File: src/rtl/pwm_trip_pkg.sv
package pwm_trip_pkg;
  typedef enum logic [0:0] {
    REG_SWTRIP = 1'b0,
    REG_STATUS = 1'b1
  } trip_reg_e;
endpackage

File: src/rtl/trip_sync.sv
module trip_sync #(
  parameter int WIDTH = 2,
  parameter int STAGES = 2,
  parameter logic [WIDTH-1:0] RST_VAL = '1
) (
  input  logic             clk,
  input  logic             rst,
  input  logic [WIDTH-1:0] d_i,
  output logic [WIDTH-1:0] q_o
);
  logic [WIDTH-1:0] stg [STAGES];

  for (genvar g = 0; g < STAGES; g++) begin : g_stage
    if (g == 0) begin : g_first
      always_ff @(posedge clk) begin
        if (rst) stg[g] <= RST_VAL;
        else     stg[g] <= d_i;
      end
    end else begin : g_next
      always_ff @(posedge clk) begin
        if (rst) stg[g] <= RST_VAL;
        else     stg[g] <= stg[g-1];
      end
    end
  end

  assign q_o = stg[STAGES-1];
endmodule

File: src/rtl/rewrite_tracker.sv
module rewrite_tracker #(
  parameter int NUM_REGS = 4
) (
  input  logic                clk,
  input  logic                rst,
  input  logic                clr_i,
  input  logic [NUM_REGS-1:0] stb_i,
  output logic                full_o
);
  logic [NUM_REGS-1:0] seen_q;

  always_ff @(posedge clk) begin
    if (rst || clr_i) seen_q <= '0;
    else              seen_q <= seen_q | stb_i;
  end

  assign full_o = &seen_q;
endmodule

File: src/rtl/swtrip_flag.sv
module swtrip_flag
  import pwm_trip_pkg::*;
#(
  parameter int DATA_W = 8
) (
  input  logic              clk,
  input  logic              rst,
  input  logic              sw_wr_i,
  input  logic              rd_i,
  input  logic [0:0]        addr_i,
  input  logic              hw_entry_i,
  input  logic              pin_level_i,
  output logic [DATA_W-1:0] rdata_o
);
  logic flag_q;
  logic rd_sw;

  assign rd_sw = rd_i && (trip_reg_e'(addr_i) == REG_SWTRIP);

  always_ff @(posedge clk) begin
    if (rst)             flag_q <= 1'b0;
    else if (sw_wr_i)    flag_q <= 1'b1;
    else if (rd_sw)      flag_q <= 1'b0;
    else if (hw_entry_i) flag_q <= 1'b0;
  end

  always_ff @(posedge clk) begin
    if (rst) begin
      rdata_o <= '0;
    end else if (rd_i) begin
      rdata_o <= '0;
      case (trip_reg_e'(addr_i))
        REG_SWTRIP: rdata_o[0] <= flag_q;
        REG_STATUS: rdata_o[0] <= pin_level_i;
        default:    rdata_o[0] <= 1'b0;
      endcase
    end
  end
endmodule

File: src/rtl/pwm_trip_ctrl.sv
module pwm_trip_ctrl
  import pwm_trip_pkg::*;
#(
  parameter int NUM_PHASES  = 3,
  parameter int DATA_W      = 8,
  parameter int SYNC_STAGES = 2
) (
  input  logic                  clk,
  input  logic                  rst,
  input  logic                  trip_n_i,
  input  logic                  sense_fault_i,
  input  logic                  sync_i,
  input  logic [NUM_PHASES:0]   rewrite_stb_i,
  input  logic                  bus_wr_i,
  input  logic                  bus_rd_i,
  input  logic [0:0]            bus_addr_i,
  output logic [DATA_W-1:0]     bus_rdata_o,
  output logic                  out_dis_o,
  output logic                  sync_pass_o,
  output logic                  trip_irq_o
);
  localparam int NUM_REGS = NUM_PHASES + 1;

  logic [1:0] lvl_s;
  logic       pin_s;
  logic       fault_clear_s;
  logic       sw_wr;
  logic       trip_ev;
  logic       hw_entry;
  logic       mask_full;
  logic       sync_q;
  logic       sync_rise;
  logic       rearm;
  logic       shut_q;
  logic       irq_q;

  // Bit 1: trip pin level, bit 0: sense input healthy.
  trip_sync #(.WIDTH(2), .STAGES(SYNC_STAGES), .RST_VAL(2'b11)) u_sync (
    .clk (clk),
    .rst (rst),
    .d_i ({trip_n_i, ~sense_fault_i}),
    .q_o (lvl_s)
  );

  assign pin_s         = lvl_s[1];
  assign fault_clear_s = &lvl_s;
  assign sw_wr         = bus_wr_i && (trip_reg_e'(bus_addr_i) == REG_SWTRIP);
  assign trip_ev       = !fault_clear_s || sw_wr;
  assign hw_entry      = !shut_q && !fault_clear_s;

  rewrite_tracker #(.NUM_REGS(NUM_REGS)) u_track (
    .clk    (clk),
    .rst    (rst),
    .clr_i  (trip_ev || rearm),
    .stb_i  (rewrite_stb_i),
    .full_o (mask_full)
  );

  swtrip_flag #(.DATA_W(DATA_W)) u_flag (
    .clk         (clk),
    .rst         (rst),
    .sw_wr_i     (sw_wr),
    .rd_i        (bus_rd_i),
    .addr_i      (bus_addr_i),
    .hw_entry_i  (hw_entry),
    .pin_level_i (pin_s),
    .rdata_o     (bus_rdata_o)
  );

  always_ff @(posedge clk) begin
    if (rst) sync_q <= 1'b0;
    else     sync_q <= sync_i;
  end

  assign sync_rise = sync_i && !sync_q;
  assign rearm     = shut_q && fault_clear_s && mask_full && sync_rise && !sw_wr;

  always_ff @(posedge clk) begin
    if (rst)          shut_q <= 1'b1;
    else if (trip_ev) shut_q <= 1'b1;
    else if (rearm)   shut_q <= 1'b0;
  end

  always_ff @(posedge clk) begin
    if (rst) irq_q <= 1'b0;
    else     irq_q <= !shut_q && trip_ev;
  end

  // Raw fault levels bypass every flop so the disable needs no clock.
  assign out_dis_o   = shut_q || !trip_n_i || sense_fault_i;
  assign sync_pass_o = sync_i && !out_dis_o;
  assign trip_irq_o  = irq_q;
endmodule

File: config.mk
export PLATFORM = sky130hd
export DESIGN_NAME = pwm_trip_ctrl
export DESIGN_NICKNAME = d
export VERILOG_FILES = /design/src/rtl/pwm_trip_pkg.sv /design/src/rtl/trip_sync.sv /design/src/rtl/rewrite_tracker.sv /design/src/rtl/swtrip_flag.sv /design/src/rtl/pwm_trip_ctrl.sv
export SDC_FILE = /design/constraint.sdc
export NUM_CORES = 1
export LEC_CHECK = 0
export ABC_CLOCK_PERIOD_IN_PS = 1800
export BUFFER_PORTS_ARGS = -buffer_cell sky130_fd_sc_hd__buf_2
export CORE_AREA = 8 8 45 47
export DETAILED_ROUTE_END_ITERATION = 8
export DIE_AREA = 0 0 53 55
export PLACE_DENSITY = 0.76
export SETUP_SLACK_MARGIN = 0.2
export SLEW_MARGIN = 20
export SYNTH_ARGS = -nofsm -noshare
export SYNTH_HDL_FRONTEND = slang
export SYNTH_SLANG_ARGS = --single-unit
File: constraint.sdc
create_clock -name clk -period 1.8 [get_ports clk]
set_input_delay 0.36 -clock clk [delete_from_list [all_inputs] [get_ports clk]]
set_output_delay 0.36 -clock clk [all_outputs]
set_load 0.03 [all_outputs]
* After elaboration in Yosys (flattened, before gate mapping) *
Memory sizes are Yosys's and may differ from the RTL's.
Cells that the tools add are included.

storage, ports and cells
  register bits = 9
  memory bits (writable) = 4
  input bits = 12
  output and inout port bits = 11
  memories = 1

memories
  memory      words  bits a word  read ports  clocked after Yosys merged registers in  write ports  line             RTL
  u_sync.stg  2      2            2           0                                        2            trip_sync.sv:11  logic [WIDTH-1:0] stg [STAGES];

operators by class
  mux-type cells = 9
  bitwise operators = 5
  reductions and logical operators = 25

operators with widths
  kind                 count
  $logic_and A1 B1 Y1  10
  $logic_not A1 Y1     6
  $mux W1              6
  $logic_or A1 B1 Y1   5
  $mux W2              2
  $or A4 B4 Y4         1
  $reduce_and A4 Y1    1
  $reduce_bool A3 Y1   1
  $not A1 Y1           2
  $or A1 B1 Y1         2
  $pmux W1 S2          1
  $reduce_and A2 Y1    1
  $reduce_or A2 Y1     1

* Depth between registers and ports, before layout *
Gate-level depths: netlist (run 1).
An unclocked memory read counts as a cell.

  depth after elaboration = 8
  mapped depth = 3

* Hierarchy *
Synthesis (run 1) repeated with hierarchy kept, for this count alone.

unflattened totals
  cells, all modules = 52
  area total of the unflattened synthesis = 515.5 um2

by module, submodules not included
  module           times used  cells each  area each (um2)  sequential area each (um2)
  pwm_trip_ctrl    1           17          142.6            60.1
  swtrip_flag      1           17          142.6            40.0
  rewrite_tracker  1           10          125.1            80.1
  trip_sync        1           8           105.1            80.1

* Worst setup path before layout (run 1) *
No wires, ideal clock.

  path kind = in2out
  start point = in sense_fault_i
  end point = out sync_pass_o
  arrival time = 1.184 ns
  data required time = 1.440 ns
  setup slack = 0.256 ns
  stages on the path = 3
  buffers on the path = 0
  cell sequence = inv_1 -> nand3_1 -> nor2_1

between the ends
  word-level cells in the longest chain between the ends = 3

ends and longest elaborated chain
  what                 line                 RTL
  from (decl)          pwm_trip_ctrl.sv:11  input logic sense_fault_i,
  $logic_or A1 B1 Y1   pwm_trip_ctrl.sv:90  assign out_dis_o = shut_q || !trip_n_i || sense_fault_i;
  via out_dis_o        pwm_trip_ctrl.sv:18  output logic out_dis_o,
  $logic_not A1 Y1     pwm_trip_ctrl.sv:91  assign sync_pass_o = sync_i && !out_dis_o;
  $logic_and A1 B1 Y1  pwm_trip_ctrl.sv:91
  to (decl)            pwm_trip_ctrl.sv:19  output logic sync_pass_o,

The timed path passes the listed nets, and every way through them passes these cells.

* Final worst setup path (run 1) *
  start point = reg shut_q
  end point = out sync_pass_o

between the ends
  word-level cells in the longest chain between the ends = 4

ends and longest elaborated chain
  what                              line                 RTL
  from (decl)                       pwm_trip_ctrl.sv:34  logic shut_q;
  from (signal assigned)            pwm_trip_ctrl.sv:79  if (rst) shut_q <= 1'b1;
  from (signal assigned)            pwm_trip_ctrl.sv:80  else if (trip_ev) shut_q <= 1'b1;
  from (signal assigned)            pwm_trip_ctrl.sv:81  else if (rearm) shut_q <= 1'b0;
  $logic_or A1 B1 Y1 (2 in series)  pwm_trip_ctrl.sv:90
  $logic_not A1 Y1                  pwm_trip_ctrl.sv:91
  $logic_and A1 B1 Y1               pwm_trip_ctrl.sv:91

Every way passes these cells.

==> results.md, run 1 <==
* Fin. Hold Viols at 0
* Worst min path class: in -> reg
* Clock root cell: clkbuf_4
* Setup TNS at 0 ns
* Most frequent cell after synthesis: dfxtp_1
* ANT nets after route at 0
* Post-DR vias/cell at 4.40
* Gr ovfl total at 0
* Avg Synthesized Cell Area at 9.21 um^2
* Post-DP HPWL at 727 um
* Final setup fails at 0
* Final clock skew at 0.00479 ns
* Total of max-cap violations at 0
* Worst Setup Start Kind: flip-flop
* Pwr Density at 910 mW/mm^2
* Core Box Area at 0.00138 mm^2
* Num rows at 14
* Worst Path Arrival at 1.05 ns
* Gate Count Post-Synth at 55
* Hold buffer count at CTS at 0
* Largest net degree at the start of global routing at 10
* Final #Nets at 86
* Post-CTS Setup Inserts at 0
* CTS Buf Count at 3
* First-pass GRT wire length at 1.28 mm
* Synth cell types at 19
* DRC viols at 0
* Leakage power at 0.000293 uW
* Post-synth EDFFs at 0
* Max VDD drop at 0.412 mV
* Min Tclk post-route at 1.41 ns
* TritonRoute pass-1 iters at 2
* WL/cell at 9.99 um
* Sequential element share of the synthesized area at 0.514
* Post-synth ARST share at 0
* Commonest cells in the netlist: dfxtp_1 (13), nor2_1 (9), buf_4 (7), nor3_1 (5)
* Clock tree buffer depth at 2
* Antenna cells at 0
* Area delta synth->final at 18.0%
* Final worst-path cycle share at 0.781
* Total GRT Usage at 0.0592
* Worst skew pair latency at 0.27 ns
* RSZ-0062 raised after global routing: no
* Yosys top cell by area: dfxtp_1
* Critical Path RT at 1.44 ns
* Die W at 53 um
* Flops & latches, synth at 13
* Total number of vias at 392
* Post-CTS Resized at 0
* Clk sinks at 13
* DIE HEIGHT at 55 um
* Antenna violations before repair at 0
* Vias in the first global route at 344
* Status: finished, final reports clean
* CP max FO at 4
* Fmax at 0.712 GHz
* # IOs at 23
* Yosys warns at 0
* WL final at 889 um
* Iteration-0 DRC count of the detailed router at 3
* IO buf count at 15
* Synth top area share at 0.514
* Ys flop type: dfxtp_1
* Fin. max-slew vios at 0
* Full die area at 0.00292 mm^2
* Setup CP Type: reg -> out
* H-tree depth at 1
* Worst hold margin at 0.272 ns
* Crit end category: primary output
* Layout cell share with drive strength beyond 1 at 0.329
* Mapped Area at 507 um^2
* Routability Congestion at 0.690
* CTS tree: yes
* Clock-pin slew on the worst setup and hold paths at 0.07 ns
* Starting Density at 0.366
* Largest cells by area after synthesis: dfxtp_1 (51%), buf_4 (10%), nor2_1 (6.7%), nor3_1 (4.9%), or2_2 (3.7%)
[critical path, stage by stage, from the launching register on]
cell     delay, ns
dfxtp_1       0.34
inv_1         0.09
nand3_1       0.08
nor2_1        0.08
buf_2         0.20
[cells by family (layout without fill, tap and decap cells)]
| family | Yosys count | after routing | synth area share |
|---|---|---|---|
| flip-flops | 13 | 13 | 0.514 |
| other | 1 | 7 | 0.00740 |
| AND/OR/NAND/NOR | 26 | 26 | 0.277 |
| buffers and inverters | 10 | 22 | 0.126 |
| multiplexers | 1 | 1 | 0.0198 |
| AO/OA/AOI/OAI | 4 | 4 | 0.0568 |
[metrics by stage]
stage	power, uW	setup slack (ns)	cells	instance area [um^2]	util
CTS	552	0.372	89	598	0.432
finish	544	0.395	89	598	0.432
global route	575	0.288	89	598	0.432
detailed placement	382	0.499	85	572	0.413
floorplan	372	0.256	61	529	-
global placement	380	0.518	85	572	0.413
[final cells by class]
type | instances | area, um^2
Inverter | 3 | 11.3
Fill cell | 139 | 786
Tap cell | 16 | 20.0
Sequential cell | 13 | 260
Timing Repair Buffer | 15 | 75.1
Multi-Input combinational cell | 38 | 205
Clock buffer | 4 | 26.3
[layout by cell type, fill, tap and decap left out]
master and count:
buf_2 15, dfxtp_1 13, nor2_1 9, conb_1 7, nor3_1 5, inv_1 3, or2_2 3, clkbuf_4 3
nand3_1 2, nand2_1 2, nor2b_1 1, or3_4 1, nor4_2 1, a21o_1 1, nand2b_2 1, a31oi_1 1
o21bai_1 1, mux2i_1 1, a211oi_1 1, nand2b_1 1, clkbuf_1 1
[state kept, by name, summed over array words and instances (netlist names)]
name and count:
u_sync.stg 4, u_track.seen_q 4, shut_q 1, sync_q 1
trip_irq_o 1, u_flag.flag_q 1, u_flag.rdata_o 1
[where the power goes]
part | internal (uW) | total [uW] | switching (uW)
registers | 302 | 308 | 6.10
logic | 24.4 | 67.7 | 43.4
clock network | 85.6 | 168 | 82.5
total | 412 | 544 | 132
[routing by layer]
layer / part of all wire / track usage / up-vias / wire (um)
met1: 0.43 / 0.0690 / 167 / 385
met2: 0.41 / 0.0859 / 19 / 368
met5: 0 / 0 / - / 0
met4: 0.034 / 0.0647 / 0 / 30
li1: - / - / 202 / -
met3: 0.12 / 0.0107 / 4 / 104
[worst paths after layout]
path / from / cells after the start / end / slack, ns
hold reg to reg: u_sync.stg[0][1] / 1 / u_sync.stg[1][1] / 0.42
hold / removal: sense_fault_i / 2 / u_sync.stg[0][0] / 0.27
setup reg to reg: u_sync.stg[1][1] / 3 / shut_q / 0.73
setup / recovery: shut_q / 4 / sync_pass_o / 0.39
Note: power is estimated with default switching activity, not from simulation.
==> inputs of run 2 (changes only) <==
--- a/config.mk
+++ b/config.mk
@@ -5,7 +5,7 @@
 export SDC_FILE = /design/constraint.sdc
 export NUM_CORES = 1
 export LEC_CHECK = 0
-export ABC_CLOCK_PERIOD_IN_PS = 1800
+export ABC_CLOCK_PERIOD_IN_PS = 1300
 export BUFFER_PORTS_ARGS = -buffer_cell sky130_fd_sc_hd__buf_2
 export CORE_AREA = 8 8 45 47
 export DETAILED_ROUTE_END_ITERATION = 8
==> constraint.sdc (replaced) <==
create_clock -name clk -period 1.3 [get_ports clk]
set_input_delay 0.26 -clock clk [delete_from_list [all_inputs] [get_ports clk]]
set_output_delay 0.26 -clock clk [all_outputs]
set_load 0.03 [all_outputs]
==> results.md, run 2 (synthesized netlist as in run 1, its figures left out) <==
* Status: finished, final reports clean (unchanged)
* Total number of vias at 420 (was 392)
* Antenna cells at 0 (unchanged)
* Post-DR vias/cell at 4.47 (was 4.40)
* ANT nets after route at 0 (unchanged)
* Post-DP HPWL at 813 um (was 727 um)
* DP Cell Count at 86 (was 85)
* CTS Buf Count at 3 (unchanged)
* # IOs at 23 (unchanged)
* IO buf count at 15 (unchanged)
* Max VDD drop at 0.499 mV (was 0.412 mV)
* RSZ-0062 raised after global routing: yes (was no)
* Layout cell share with drive strength beyond 1 at 0.513 (was 0.329)
* Crit end category: primary output (unchanged)
* Iteration-0 DRC count of the detailed router at 4 (was 3)
* Fin. max-slew vios at 0 (unchanged)
* Hold buffer count at CTS at 0 (unchanged)
* Setup TNS at 0 ns (unchanged)
* Fmax at 0.817 GHz
* Gr ovfl total at 0 (unchanged)
* Layout fillers at 141 (was 139)
* DRC viols at 0 (unchanged)
* WL final at 1.11 mm (was 889 um)
* TritonRoute pass-1 iters at 4 (was 2)
* Die W at 53 um (unchanged)
* Commonest non-fill, non-tap cell in the layout: buf_2 (unchanged)
* Final worst-path cycle share at 0.941
* Pwr Density at 1080 mW/mm^2 (was 910 mW/mm^2)
* Total GRT Usage at 0.0774 (was 0.0592)
* Clock tree buffer depth at 2 (unchanged)
* H-tree depth at 1 (unchanged)
* Tot Pwr at 785 uW (was 544 uW)
* Routability Congestion at 0.721 (was 0.690)
* Antenna violations before repair at 0 (unchanged)
* Most frequent cells in the layout: buf_2 (12), dfxtp_1 (11), nor2_1 (8) (was buf_2 (15), dfxtp_1 (13), nor2_1 (9))
* Starting Density at 0.366 (unchanged)
* Full die area at 0.00292 mm^2 (unchanged)
* Worst min path class: in -> reg (unchanged)
* Total of max-cap violations at 0 (unchanged)
* Clock root cell: clkbuf_4 (unchanged)
* CTS tree: yes (unchanged)
* DIE HEIGHT at 55 um (unchanged)
* Final cell count without fillers at 94 (was 89)
* First-pass GRT wire length at 1.62 mm (was 1.28 mm)
* WL/cell at 11.9 um (was 9.99 um)
* Final #Nets at 91 (was 86)
* Design Area, Final at 727 um^2 (was 598 um^2)
* Fin. Hold Viols at 0 (unchanged)
* Worst Path Arrival at 0.96 ns (was 1.05 ns)
* Final clock skew at 0.00202 ns (was 0.00479 ns)
* Leakage power at 0.000325 uW (was 0.000293 uW)
* DP Area at 592 um^2 (was 572 um^2)
* Critical Path RT at 1.04 ns (was 1.44 ns)
* Final setup fails at 0 (unchanged)
* Clk sinks at 13 (unchanged)
* Clock-pin slew on the worst setup and hold paths at 0.08 ns (was 0.07 ns)
* Setup CP Type: reg -> out (unchanged)
* Vias in the first global route at 410 (was 344)
* Worst skew pair latency at 0.27 ns (about the same)
* CP max FO at 2 (was 4)
* Largest net degree at the start of global routing at 9 (was 10)
* Fin util at 0.525 (was 0.432)
* Core Box Area at 0.00138 mm^2 (unchanged)
* Min Tclk post-route at 1.22 ns
* Top Registers: u_sync.stg x4, u_track.seen_q x4 (unchanged)
* Worst Setup Start Kind: flip-flop (unchanged)
* Num rows at 14 (unchanged)
* Area delta synth->final at 43.5% (was 18.0%)
-- run 2: cell types whose count changed in the layout (fill, tap and decap cells not counted), sizes merged --
cell | before | now
buf | 15 | 19
clkbuf | 4 | 5
-- run 2: per-layer routing --
metal | vias to the layer above | global-route usage | wire length (um)
met1 | 190 | 0.0708 | 453
met4 | 0 | 0.0647 | 18
met2 | 17 | 0.137 | 541
met5 | - | 0 | 0
met3 | 2 | 0.0267 | 101
li1 | 211 | - | -
-- run 2: what timing repair did --
action | 4_1_cts | 5_1_grt
pin swaps | 0 | 1
resized for setup | 6 | 13
setup buffers | 2 | 2
endpoints found under the setup margin | 2 | 8
-- run 2: area by class of cell --
class                      instances  area, um^2  area share
timing repair buffer              20         131       0.181
inverter                           3        11.3      0.0155
sequential                        13         263       0.361
tap                               16        20.0      0.0275
clock buffer                       4        26.3      0.0361
multi-input combinational         38         275       0.379
-- run 2: worst paths after layout --
kind | startpoint | end | slack (ns) | cells after the start
max | shut_q | sync_pass_o | 0.08 | 4
min | sense_fault_i | u_sync.stg[0][0] | 0.17 | 2
max reg2reg | shut_q | shut_q | 0.10 | 6
min reg2reg | u_sync.stg[0][0] | u_sync.stg[1][0] | 0.41 | 1
-- run 2: power breakdown --
part / internal, uW / total, uW / leakage (uW) / switching (uW)
logic: 41.7 / 112 / 0.000204 / 69.8
clock network: 119 / 243 / 0.0000150 / 124
registers: 418 / 430 / 0.000106 / 12.1
-- run 2: critical path, cell delays in order, from the launching register on --
cell and delay, ns:
dfxtp_2 0.34, inv_2 0.07, nand3_4 0.07, nor2_4 0.08, buf_6 0.13
-- run 2: metrics by stage --
stage	hold WS, ns	setup WS (ns)
after global placement	0.391	0.118
final	0.168	0.0762
after detailed placement	0.396	0.101
after global routing	0.163	0.0237
after CTS	0.156	0.0751
after floorplan	0.327	0.210
